### src/rtl/nas_pkg.sv
package nas_pkg;
    localparam logic [1:0] SZ_BYTE = 2'b00;
    localparam logic [1:0] SZ_HALF = 2'b01;
    localparam logic [1:0] SZ_WORD = 2'b10;
    localparam logic [1:0] TW_8    = 2'b00;
    localparam logic [1:0] TW_16   = 2'b01;

    typedef enum logic [1:0] {
        ST_IDLE,
        ST_ISSUE,
        ST_WAITRD,
        ST_DONE
    } nas_state_e;
endpackage

### src/rtl/nas_beat_plan.sv
module nas_beat_plan
    import nas_pkg::*;
(
    input  logic [1:0] width,
    input  logic [1:0] size,
    input  logic [1:0] addr_lo,
    input  logic [1:0] idx,
    output logic [1:0] last_idx,
    output logic [1:0] lo2
);
    always_comb begin
        last_idx = 2'd0;
        lo2      = addr_lo;
        if (width == TW_8) begin
            unique case (size)
                SZ_BYTE: begin last_idx = 2'd0; lo2 = addr_lo; end
                SZ_HALF: begin last_idx = 2'd1; lo2 = {addr_lo[1], idx[0]}; end
                default: begin last_idx = 2'd3; lo2 = idx; end
            endcase
        end else begin
            unique case (size)
                SZ_BYTE: begin last_idx = 2'd0; lo2 = addr_lo; end
                SZ_HALF: begin last_idx = 2'd0; lo2 = {addr_lo[1], 1'b0}; end
                default: begin last_idx = 2'd1; lo2 = {idx[0], 1'b0}; end
            endcase
        end
    end
endmodule

### src/rtl/nas_lane_map.sv
module nas_lane_map
    import nas_pkg::*;
(
    input  logic [1:0]  width,
    input  logic [1:0]  size,
    input  logic [1:0]  lo2,
    input  logic [31:0] wdata,
    input  logic [15:0] rd_data,
    input  logic [31:0] hold_in,
    output logic [15:0] beat_wdata,
    output logic [1:0]  lane_en,
    output logic [31:0] hold_next
);
    always_comb begin
        if (width == TW_8) begin
            beat_wdata = {8'h00, wdata[8*lo2 +: 8]};
            lane_en    = 2'b01;
        end else begin
            beat_wdata = lo2[1] ? wdata[31:16] : wdata[15:0];
            lane_en    = (size == SZ_BYTE) ? (lo2[0] ? 2'b10 : 2'b01) : 2'b11;
        end
        hold_next = hold_in;
        for (int i = 0; i < 4; i++) begin
            if (width == TW_8) begin
                if (lo2 == i[1:0]) hold_next[8*i +: 8] = rd_data[7:0];
            end else if ((lo2[1] == i[1]) && lane_en[i[0]]) begin
                hold_next[8*i +: 8] = i[0] ? rd_data[15:8] : rd_data[7:0];
            end
        end
    end
endmodule

### src/rtl/narrow_access_splitter.sv
module narrow_access_splitter
    import nas_pkg::*;
#(
    parameter int AW = 32
) (
    input  logic          clk,
    input  logic          rst_n,
    input  logic          req_valid,
    output logic          req_ready,
    input  logic [AW-1:0] req_addr,
    input  logic [1:0]    req_size,
    input  logic          req_write,
    input  logic [31:0]   req_wdata,
    input  logic [1:0]    tgt_width,
    output logic          beat_valid,
    input  logic          beat_ready,
    output logic [AW-1:0] beat_addr,
    output logic          beat_write,
    output logic [15:0]   beat_wdata,
    output logic [1:0]    beat_lane_en,
    output logic          beat_last,
    output logic          ext_cs_n,
    input  logic          rd_valid,
    input  logic [15:0]   rd_data,
    output logic          done,
    output logic [31:0]   done_rdata,
    output logic          done_err
);
    localparam int HI = AW - 1;

    nas_state_e    state, state_d;
    logic [HI:0]   addr_q;
    logic [1:0]    size_q, width_q, idx_q, last_idx, lo2;
    logic          write_q, err_q, in_legal, is_last;
    logic [31:0]   wdata_q, hold_q, hold_next;

    assign in_legal = ((tgt_width == TW_8) || (tgt_width == TW_16)) && (req_size != 2'b11);
    assign is_last  = (idx_q == last_idx);

    nas_beat_plan u_plan (
        .width    (width_q),
        .size     (size_q),
        .addr_lo  (addr_q[1:0]),
        .idx      (idx_q),
        .last_idx (last_idx),
        .lo2      (lo2)
    );

    nas_lane_map u_lane (
        .width      (width_q),
        .size       (size_q),
        .lo2        (lo2),
        .wdata      (wdata_q),
        .rd_data    (rd_data),
        .hold_in    (hold_q),
        .beat_wdata (beat_wdata),
        .lane_en    (beat_lane_en),
        .hold_next  (hold_next)
    );

    always_comb begin
        state_d = state;
        unique case (state)
            ST_IDLE:   if (req_valid) state_d = in_legal ? ST_ISSUE : ST_DONE;
            ST_ISSUE:  if (beat_ready) begin
                           if (!write_q)     state_d = ST_WAITRD;
                           else if (is_last) state_d = ST_DONE;
                       end
            ST_WAITRD: if (rd_valid) state_d = is_last ? ST_DONE : ST_ISSUE;
            ST_DONE:   state_d = ST_IDLE;
        endcase
    end

    always_ff @(posedge clk or negedge rst_n) begin
        if (!rst_n) begin
            state   <= ST_IDLE;
            addr_q  <= '0;
            size_q  <= SZ_BYTE;
            width_q <= TW_8;
            write_q <= 1'b0;
            wdata_q <= '0;
            idx_q   <= '0;
            hold_q  <= '0;
            err_q   <= 1'b0;
        end else begin
            state <= state_d;
            unique case (state)
                ST_IDLE: if (req_valid) begin
                    addr_q  <= req_addr;
                    size_q  <= req_size;
                    width_q <= tgt_width;
                    write_q <= req_write;
                    wdata_q <= req_wdata;
                    idx_q   <= '0;
                    hold_q  <= '0;
                    err_q   <= !in_legal;
                end
                ST_ISSUE: if (beat_ready && write_q && !is_last) idx_q <= idx_q + 2'd1;
                ST_WAITRD: if (rd_valid) begin
                    hold_q <= hold_next;
                    if (!is_last) idx_q <= idx_q + 2'd1;
                end
                ST_DONE: ;
            endcase
        end
    end

    always_comb begin
        req_ready  = (state == ST_IDLE);
        beat_valid = (state == ST_ISSUE);
        ext_cs_n   = !((state == ST_ISSUE) || (state == ST_WAITRD));
        done       = (state == ST_DONE);
        done_rdata = hold_q;
        done_err   = err_q;
        beat_last  = is_last;
        beat_write = write_q;
        beat_addr  = {addr_q[HI:2], lo2};
    end


    cs_beat_chk: assert property (@(posedge clk) disable iff (!rst_n)
        beat_valid |-> !ext_cs_n);

    cs_gap_chk: assert property (@(posedge clk) disable iff (!rst_n)
        (beat_valid && beat_ready && !beat_last) |=> !ext_cs_n);

    beat_hold_chk: assert property (@(posedge clk) disable iff (!rst_n)
        (beat_valid && !beat_ready) |=> (beat_valid && $stable(beat_addr)
            && $stable(beat_wdata) && $stable(beat_lane_en)));

    done_pulse_chk: assert property (@(posedge clk) disable iff (!rst_n)
        done |=> !done);

    busy_chk: assert property (@(posedge clk) disable iff (!rst_n)
        (req_valid && req_ready) |=> !req_ready);

    narrow_lane_chk: assert property (@(posedge clk) disable iff (!rst_n)
        (beat_valid && (width_q == TW_8)) |-> (beat_lane_en == 2'b01));

    illegal_quiet_chk: assert property (@(posedge clk) disable iff (!rst_n)
        err_q |-> (!beat_valid && ext_cs_n));
endmodule

### config.mk
export PLATFORM = sky130hd
export DESIGN_NAME = narrow_access_splitter
export DESIGN_NICKNAME = d
export VERILOG_FILES = /design/src/rtl/nas_pkg.sv /design/src/rtl/nas_beat_plan.sv /design/src/rtl/nas_lane_map.sv /design/src/rtl/narrow_access_splitter.sv
export SDC_FILE = /design/constraint.sdc
export NUM_CORES = 1
export LEC_CHECK = 0
export BUFFER_PORTS_ARGS = -buffer_cell sky130_fd_sc_hd__buf_2
export CORE_MARGIN = 1.5
export CORE_UTILIZATION = 43
export CTS_CLUSTER_DIAMETER = 40
export DETAILED_ROUTE_END_ITERATION = 10
export GPL_TIMING_DRIVEN = 1
export MAX_ROUTING_LAYER = met4
export PLACE_DENSITY = 0.73
export SETUP_SLACK_MARGIN = 0.3
export SKIP_LAST_GASP = 1
export SLEW_MARGIN = 10
export SYNTH_ARGS = -nofsm -noshare
export SYNTH_HDL_FRONTEND = slang
export SYNTH_SLANG_ARGS = --single-unit
### constraint.sdc
create_clock -name clk -period 2.39 [get_ports clk]
set_input_delay 0.1195 -clock clk [delete_from_list [all_inputs] [get_ports clk]]
set_output_delay 0.1195 -clock clk [all_outputs]
set_load 0.03 [all_outputs]
==> results.sh, run 1 <==
export IMPL_yosys_top_cells_count="dfrtp_1, mux2_2, nand2_1"
export IMPL_numCtsBuffers=9
export IMPL_critPathTopFamily="multiplexers"
export IMPL_nets=745
export IMPL_syn_num_nets=518
export IMPL_rsz0062_at_grt="true"
export IMPL_die_h_um=112
export IMPL_cts_tree="done"
export IMPL_min_period_ns=2.29
export IMPL_synth_most_common_cell="dfrtp_1"
export IMPL_timing_rr_start="idx_q[1]"
export IMPL_max_cap_violations=0
export IMPL_finalMaxSlewViolations=0
export IMPL_status="finished, final reports clean"
export IMPL_synth_top_cells_by_area="dfrtp_1, mux2_2, buf_4"
export IMPL_synth_top_cell_by_area="dfrtp_1"
export IMPL_clkTransAtPathRegs_ns=0.07
export IMPL_yosysWarnings=0
export IMPL_r2r_end="idx_q[0]"
export IMPL_route_vias_total=4192
export IMPL_finClkSkew_ns=0.00981
export IMPL_drtIter0Drc=216
export IMPL_antenna_found_initial=1
export IMPL_grt_pass1_vias=4395
export IMPL_synth_enable_flop_cells=0
export IMPL_end_kind="output port"
export IMPL_crit_type="register to output port"
export IMPL_synth_cell_types=46
export IMPL_ctsRootBufferMaster="clkbuf_16"
export IMPL_relSlewSlack_pct=66.7
export IMPL_avgSynthCellArea_um2=12.0
export IMPL_htree_levels=3
export IMPL_route_detailed_drc=0
export IMPL_critPathMostFrequentCell="buf_6"
export IMPL_final_hold_violation_count=0
export IMPL_overflow=0
export IMPL_grt_max_degree=49
export IMPL_critical_path_buf_inv_count=2
export IMPL_seq_area_frac_synth_pct=52.2
export IMPL_std_cell_rows=39
export IMPL_hp_start="req_addr[2]"
export IMPL_whs_path_depth=2
export IMPL_start_util_pct=44.3
export IMPL_p_per_area_mw_per_mm2=1710
export IMPL_final_antenna_net_count=0
export IMPL_fp_dieW_um=112
export IMPL_dp_cells=708
export IMPL_async_flop_share_pct=100
export IMPL_hold_slack_ns=0.0108
export IMPL_cp_depth=5
export IMPL_r2r_cells=6
export IMPL_finalSetupTns_ns=0
export IMPL_fmax_mhz=436
export IMPL_drt_wirelength_per_cell_um=17.2
export IMPL_area_delta_synth_final_pct=45.0
export IMPL_wirelength_mm=13.7
export IMPL_clkSinkCount=106
export IMPL_ys_ff_latch=106
export IMPL_cp_slowest_cell="mux4_2"
export IMPL_dieArea_mm2=0.0125
export IMPL_dr_pass1_iters=4
export IMPL_fin_cells=800
export IMPL_dp_hpwl_mm=9.02
export IMPL_place_congestion=0.893
export IMPL_crit_start="width_q[0]"
export IMPL_syn_cell_area_mm2=0.00508
export IMPL_leakage_nw=3.53
export IMPL_finalSetupViolations=0
export IMPL_period_share_pct=96.0
export IMPL_cp_required_ns=2.27
export IMPL_whs_endpoint="addr_q[2]"
export IMPL_fp_coreArea_mm2=0.0115
export IMPL_port_buffers=178
export IMPL_path_cells="or3b_1 > a31o_4 > buf_6 > mux4_2 > buf_6"
export IMPL_ios=179
export IMPL_crit_arrival_ns=2.17
export IMPL_critPathMaxFanout=6
export IMPL_hp_class="primary input to register"
export IMPL_clockBufferDepth=2
export IMPL_synthCells=424
export IMPL_synth_top_area_share_pct=52.2
export IMPL_drive_gt1_share_pct=52.9
export IMPL_start_kind="register"
export IMPL_ys_flop_type="dfrtp_1"
export IMPL_viasPerCell=5.24
export IMPL_track_usage_pct=23.1
export IMPL_ir_drop_mv=0.969
export IMPL_slowest_delay_ns=0.43
export IMPL_clk_latency_ns=0.35
export IMPL_reg2reg_slack_ns=0.20
export IMPL_grt_first_pass_wirelength_mm=22.0
export IMPL_worst_pin_slew_ns=0.498
## cells in the final DEF (no fill, tap or decap), types with 2 or more instances in the layout
cell           synthesis  routed
a211o_1                4       4
a21oi_1               10       2
a21oi_2                1       6
a21oi_4                0       3
a22oi_1                8       8
a2bb2oi_1              8       8
buf_12                 0       3
buf_2                  5     159
buf_4                 30      22
buf_6                  1      23
buf_8                  0       2
clkbuf_16              0       9
clkbuf_8               0       2
dfrtp_1              106     103
dfrtp_2                0       3
dlygate4sd3_1          0      56
ha_1                   4       2
ha_2                   0       2
inv_1                 12      11
inv_2                  1       2
inv_6                  0       2
mux2_2                69      69
mux2i_1               16      16
mux4_2                 8       8
nand2_1               56      46
nand2_2                0       3
nand2_4                0       7
nor2_1                 5       5
nor2b_1                4       3
nor3_1                 3       2
o21ai_0                2       2
o21ai_1               21      21
o31ai_1                9       7
o31ai_2                0       2
or2_1                  2       2
or2_2                  2       2
## through the flow
step                area, µm²  utilization, %  total power [W]  worst slack (ns)
global placement         6010            52.4          0.00938             0.249
CTS                      7220            63.0           0.0122            0.0770
floorplan                5120               -          0.00818             0.315
detailed placement       6010            52.4          0.00956             0.200
finish                   7370            64.2           0.0126            0.0966
global route             7370            64.2           0.0132           0.00896
## sequential cells by signal, summed over array words and instances, names as in the netlist
signal and flops:
addr_q 32, size_q 2, beat_write 1, width_q 2, wdata_q 32, state 2, done_err 1, idx_q 2
done_rdata 32
## area by class of cell
type	instances	area, µm²
inverters	14	65.1
flip-flops and latches	106	2660
fillers	848	4100
well taps	143	179
repair buffers	266	1900
diodes	1	2.50
clock inverters	5	67.6
multi-input cells	254	2250
clock buffers	11	253
## worst max-delay path by stage
stage                           endpoint  slack [ns]
final                      beat_wdata[6]         0.1
after global routing       beat_wdata[0]       0.009
after CTS                  beat_wdata[6]        0.08
after detailed placement        idx_q[0]        0.20
after global placement          idx_q[0]        0.25
after floorplan           done_rdata[16]        0.32
## routing by layer
layer	GRT usage (%)	part of all wire (%)
met4	11.1	3.4
met1	26.8	40
met2	38.4	51
met5	-	0
met3	4.63	6.1
## cell families (layout without fill, tap and decap cells)
logic type | count (synthesis) | after routing | synth area share [%]
flip-flops | 106 | 106 | 52.2
other | 0 | 1 | 0
AO/OA/AOI/OAI | 73 | 73 | 10.0
multiplexers | 94 | 94 | 22.3
AND/OR/NAND/NOR | 83 | 83 | 7.26
adder cells (fa/ha/maj) | 4 | 4 | 0.985
buffers and inverters | 64 | 296 | 7.24
## power by group
part / internal (W) / leakage (nW) / switching, W
Clock: 0.000887 / 0.159 / 0.000680
Sequential: 0.00265 / 1.31 / 0.000592
Combinational: 0.00335 / 2.06 / 0.00440
Total: 0.00689 / 3.53 / 0.00568
## timing repair
action                                 4_1_cts  5_1_grt
gates cloned                                 1        0
pin swaps                                   13       11
hold buffers                                55        1
gates resized for setup                     57       28
setup endpoints to repair                   31       51
endpoints found under the hold margin       83        1
setup buffers                               15        3
(Power assumes the default switching activity.)
==> inputs of run 2 (changes only) <==
Settings changed: REMOVE_ABC_BUFFERS set to 1.
==> run 2 against run 1 <==
  * Die area did not move
  * Design area fell by 2.6%
  * Power down 2.3%
==> results.sh, run 2 (synthesized netlist as in run 1, its figures left out) <==
export IMPL_status="finished, final reports clean"
export IMPL_finalSetupViolations=0
export IMPL_viasPerCell=5.17
export IMPL_dp_hpwl_mm=9.17
export IMPL_clk_latency_ns=0.35
export IMPL_period_share_pct=96.7
export IMPL_dr_pass1_iters=4
export IMPL_grt_pass1_vias=4375
export IMPL_die_h_um=112
export IMPL_nets=742
export IMPL_ios=179
export IMPL_final_cell_mix="buf_2, dfrtp_1, mux2_2, nand2_1, dlygate4sd3_1"
export IMPL_r2r_cells=7
export IMPL_fin_cells=797
export IMPL_critical_path_buf_inv_count=2
export IMPL_p_per_area_mw_per_mm2=1710
export IMPL_relSlewSlack_pct=63.5
export IMPL_crit_type="register to output port"
export IMPL_critPathTopFamily="multiplexers"
export IMPL_overflow=0
export IMPL_clockBufferDepth=2
export IMPL_cp_slowest_cell="mux4_2"
export IMPL_area_delta_synth_final_pct=41.1
export IMPL_port_buffers=178
export IMPL_fp_dieW_um=112
export IMPL_std_cell_rows=39
export IMPL_whs_endpoint="wdata_q[22]"
export IMPL_crit_arrival_ns=2.19
export IMPL_hp_class="primary input to register"
export IMPL_path_cells="or3b_1 > a31o_4 > buf_12 > mux4_2 > buf_6"
export IMPL_start_kind="register"
export IMPL_place_ws_ns=0.0180
export IMPL_min_period_ns=2.31
export IMPL_r2r_end="idx_q[0]"
export IMPL_drt_wirelength_per_cell_um=17.7
export IMPL_whs_path_depth=2
export IMPL_place_congestion=0.839
export IMPL_drive_gt1_share_pct=51.9
export IMPL_critPathMaxFanout=6
export IMPL_fmax_mhz=433
export IMPL_ir_drop_mv=1.02
export IMPL_dp_cells=706
export IMPL_max_cap_violations=0
export IMPL_drtIter0Drc=255
export IMPL_hp_start="req_wdata[22]"
export IMPL_final_common_cell="buf_2"
export IMPL_antenna_found_initial=1
export IMPL_final_antenna_net_count=0
export IMPL_finClkSkew_ns=0.00907
export IMPL_layout_setup_ws_ns=0.0785
export IMPL_route_vias_total=4122
export IMPL_grt_first_pass_wirelength_mm=22.3
export IMPL_final_hold_violation_count=0
export IMPL_final_core_util_pct=62.5
export IMPL_worst_pin_slew_ns=0.544
export IMPL_track_usage_pct=23.3
export IMPL_leakage_nw=3.45
export IMPL_dieArea_mm2=0.0125
export IMPL_htree_levels=3
export IMPL_finalMaxSlewViolations=0
export IMPL_ctsRootBufferMaster="clkbuf_16"
export IMPL_timing_rr_start="width_q[1]"
export IMPL_reg2reg_slack_ns=0.13
export IMPL_end_kind="output port"
export IMPL_slowest_delay_ns=0.45
export IMPL_start_util_pct=44.3
export IMPL_fp_coreArea_mm2=0.0115
export IMPL_finalSetupTns_ns=0
export IMPL_clkTransAtPathRegs_ns=0.08
export IMPL_grt_max_degree=66
export IMPL_rsz0062_at_grt="true"
export IMPL_cp_required_ns=2.27
export IMPL_cts_tree="done"
export IMPL_route_detailed_drc=0
export IMPL_fillers=874
export IMPL_clkSinkCount=106
export IMPL_wirelength_mm=14.1
export IMPL_numCtsBuffers=9
## run 2: changes by cell type in the layout (fill, tap and decap cells not counted), moves of 2 or more
cell	before	now
buf_4	22	38
buf_6	23	13
dlygate4sd3_1	56	46
a21oi_1	2	9
nand2_1	46	53
nand2_4	7	0
a21oi_2	6	2
a21oi_4	3	0
buf_12	3	5
clkbuf_8	2	0
o31ai_2	2	0
or2_4	0	2
## run 2: timing repair
action	in CTS	in global routing
pin swaps	8	2
hold buffers	45	1
endpoints found under the hold margin	85	1
setup endpoints to repair	43	41
setup buffers	19	9
resized for setup	45	17
## run 2: layout make-up
type	count	area, µm²	share of cell area, %
multi-input cells	254	2150	30.0
clock buffers	9	225	3.14
inverters	14	65.1	0.907
clock inverters	7	83.8	1.17
flip-flops and latches	106	2660	37.0
well taps	143	179	2.49
diodes	1	2.50	0.0349
repair buffers	263	1810	25.2
## run 2: worst max-delay path by stage
stage          startpoint             end  slack, ns  cells past startpoint
5_1_grt        width_q[0]   beat_wdata[3]       0.02                      5
6_report       width_q[0]   beat_wdata[3]       0.08                      5
4_1_cts        width_q[0]   beat_wdata[3]       0.06                      5
3_5_place_dp     state[0]   done_rdata[9]       0.02                      7
3_3_place_gp     state[0]  done_rdata[18]       0.18                      6
2_1_floorplan    state[0]       addr_q[0]      -0.61                      4
## run 2: per-stage QoR
step / hold WS (ns) / power (W) / instance area (µm²)
6_report: 0.00731 / 0.0123 / 7170
5_1_grt: 0.00162 / 0.0129 / 7170
4_1_cts: 0.000224 / 0.0119 / 7010
3_5_place_dp: 0.141 / 0.00948 / 5960
3_3_place_gp: 0.133 / 0.00927 / 5960
2_1_floorplan: -0.176 / 0.00760 / 4770
## run 2: power by group
group / switching [W] / leakage (nW) / total [W] / internal, W
sequential: 0.000548 / 1.31 / 0.00320 / 0.00265
combinational: 0.00432 / 2.00 / 0.00753 / 0.00321
clock: 0.000711 / 0.149 / 0.00154 / 0.000832
total: 0.00557 / 3.45 / 0.0123 / 0.00670
## run 2: per-layer routing
layer	routed length [µm]	GRT usage, %
met1	5470	26.7
met2	7530	39.6
met3	561	4.79
met4	507	10.5
met5	0	-
==> inputs of run 3 (changes only) <==
Settings changed: CORE_UTILIZATION 43 to 50, CTS_BUF_LIST set to sky130_fd_sc_hd__clkbuf_8 sky130_fd_sc_hd__clkbuf_16, PLACE_DENSITY 0.73 to 0.83.
==> run 3 against run 2 <==
  * The flow now finishes with violations (setup timing)
  * Register-to-register slack worse by 0.07 ns
  * Design area is 4.7% higher
  * Worst setup slack worse by 0.086 ns
  * Fmax is 3.6% lower
  * Clock power is 29% lower
  * Sequential share of layout area is 1.6 points lower
  * Via count is 7.2% higher
  * Non-clock buffer count is 27 higher
  * Combinational power is 7.6% higher
  * Clock skew is 0.0024 ns higher
==> results.sh, run 3 (synthesized netlist as in run 1, its figures left out) <==
export IMPL_hp_class="primary input to register"
export IMPL_relSlewSlack_pct=63.5
export IMPL_hp_start="rd_data[1]"
export IMPL_status="finished with violations"
export IMPL_numCtsBuffers=9
export IMPL_ctsRootBufferMaster="clkbuf_8"
export IMPL_start_kind="register"
export IMPL_final_core_util_pct=76.4
export IMPL_r2r_end="idx_q[0]"
export IMPL_fillers=595
export IMPL_grt_pass1_vias=4596
export IMPL_violations="setup timing"
export IMPL_ir_drop_mv=1.19
export IMPL_clockBufferDepth=2
export IMPL_grt_max_degree=72
export IMPL_grt_first_pass_wirelength_mm=23.0
export IMPL_drt_wirelength_per_cell_um=19.4
export IMPL_finalMaxSlewViolations=0
export IMPL_cp_slowest_cell="mux4_2"
export IMPL_dp_hpwl_mm=8.72
export IMPL_clkTransAtPathRegs_ns=0.09
export IMPL_whs_endpoint="done_rdata[17]"
export IMPL_finClkSkew_ns=0.0115
export IMPL_leakage_nw=3.60
export IMPL_nets=770
export IMPL_cts_tree="done"
export IMPL_viasPerCell=5.42
export IMPL_antenna_found_initial=1
export IMPL_worst_pin_slew_ns=0.548
export IMPL_whs_path_depth=3
export IMPL_dr_pass1_iters=6
export IMPL_fp_dieW_um=104
export IMPL_fp_coreArea_mm2=0.00982
export IMPL_route_vias_total=4420
export IMPL_max_cap_violations=0
export IMPL_overflow=0
export IMPL_wirelength_mm=15.8
export IMPL_finalSetupViolations=1
export IMPL_rsz0062_at_grt="true"
export IMPL_final_hold_violation_count=0
export IMPL_hold_slack_ns=0.0148
export IMPL_r2r_cells=7
export IMPL_final_cell_mix="buf_2, dfrtp_1, dlygate4sd3_1, mux2_2, nand2_1"
export IMPL_reg2reg_slack_ns=0.06
export IMPL_crit_start="width_q[1]"
export IMPL_crit_type="register to output port"
export IMPL_area_delta_synth_final_pct=47.7
export IMPL_drtIter0Drc=269
export IMPL_end_kind="output port"
export IMPL_dieArea_mm2=0.0108
export IMPL_ios=179
export IMPL_slowest_delay_ns=0.47
export IMPL_crit_arrival_ns=2.28
export IMPL_route_detailed_drc=0
export IMPL_dp_cells=698
export IMPL_port_buffers=178
export IMPL_layout_setup_ws_ns=-0.00753
export IMPL_start_util_pct=51.8
export IMPL_final_common_cell="buf_2"
export IMPL_final_antenna_net_count=0
export IMPL_critPathMaxFanout=6
export IMPL_p_per_area_mw_per_mm2=1670
export IMPL_min_period_ns=2.40
export IMPL_place_congestion=0.818
export IMPL_drive_gt1_share_pct=52.4
export IMPL_timing_rr_start="width_q[1]"
export IMPL_htree_levels=3
export IMPL_cp_required_ns=2.27
export IMPL_clkSinkCount=106
export IMPL_std_cell_rows=36
export IMPL_finalSetupTns_ns=-0.00753
export IMPL_track_usage_pct=28.4
export IMPL_path_cells="or3b_4 > a31o_4 > buf_12 > mux4_2 > buf_6"
export IMPL_fmax_mhz=417
export IMPL_clk_latency_ns=0.39
export IMPL_die_h_um=104
export IMPL_fin_cells=816
export IMPL_period_share_pct=100
## run 3: cell count changes in the layout (fill, tap and decap cells not counted), moves of 3 or more
cell / delta
a21oi_1: -6
inv_1: +3
o31ai_2: +5
buf_6: +12
nand2_4: +9
buf_4: -13
dlygate4sd3_1: +28
a21oi_4: +4
clkbuf_8: +9
o31ai_1: -4
clkbuf_16: -8
nand2_2: +3
nand2_1: -12
## run 3: stage by stage
stage	power (W)	area [µm²]	setup slack, ns
after global placement	0.00922	5950	0.241
after global routing	0.0131	7500	-0.0688
final	0.0125	7510	-0.00753
after detailed placement	0.00942	5950	0.198
after floorplan	0.00760	4770	-0.606
after CTS	0.0114	7140	0.0508
## run 3: worst max path at each step
stage | endpoint | slack [ns]
floorplan | addr_q[0] | -0.61
global placement | idx_q[0] | 0.24
detailed placement | done_rdata[16] | 0.20
CTS | beat_wdata[7] | 0.05
global route | beat_wdata[0] | -0.07
finish | beat_wdata[0] | -0.008
## run 3: repair_timing
item                                    4_1_cts  5_1_grt
setup buffers                                15        9
endpoints found under the setup margin       39       49
gates cloned                                  0        2
hold buffers                                 74        0
pin swaps                                    10       22
gates resized for setup                      46       59
endpoints found under the hold margin       112        0
## run 3: layout make-up
class	count	area (µm²)	area share, %
timing repair buffer	290	2120	28.3
clock inverter	7	62.6	0.833
inverter	14	57.6	0.767
antenna	2	5.00	0.0667
tap	133	166	2.22
clock buffer	9	124	1.65
multi-input combinational	255	2310	30.8
sequential	106	2660	35.4
## run 3: critical path, delay by kind of cell, from the launching register on
kind	cells	cell delay [ns]
AOI/OAI and AO/OA	1	0.27
buffers and inverters	2	0.32
DFF	1	0.42
muxes	1	0.47
and+or+nand+nor	1	0.41
## run 3: power by group
part           leakage (nW)  total (W)  switching (W)  internal [W]
Combinational          2.18    0.00810        0.00463       0.00347
Clock                 0.103    0.00110       0.000620      0.000476
Sequential             1.31    0.00331       0.000661       0.00265
Total                  3.60     0.0125        0.00591       0.00660
## run 3: routing by layer
layer / track usage, % / vias up / wire [µm]
li1: - / 1973 / -
met1: 29.3 / 2182 / 5570
met2: 49.8 / 191 / 8580
met3: 6.92 / 74 / 764
met4: 15.3 / 0 / 906
met5: - / - / 0
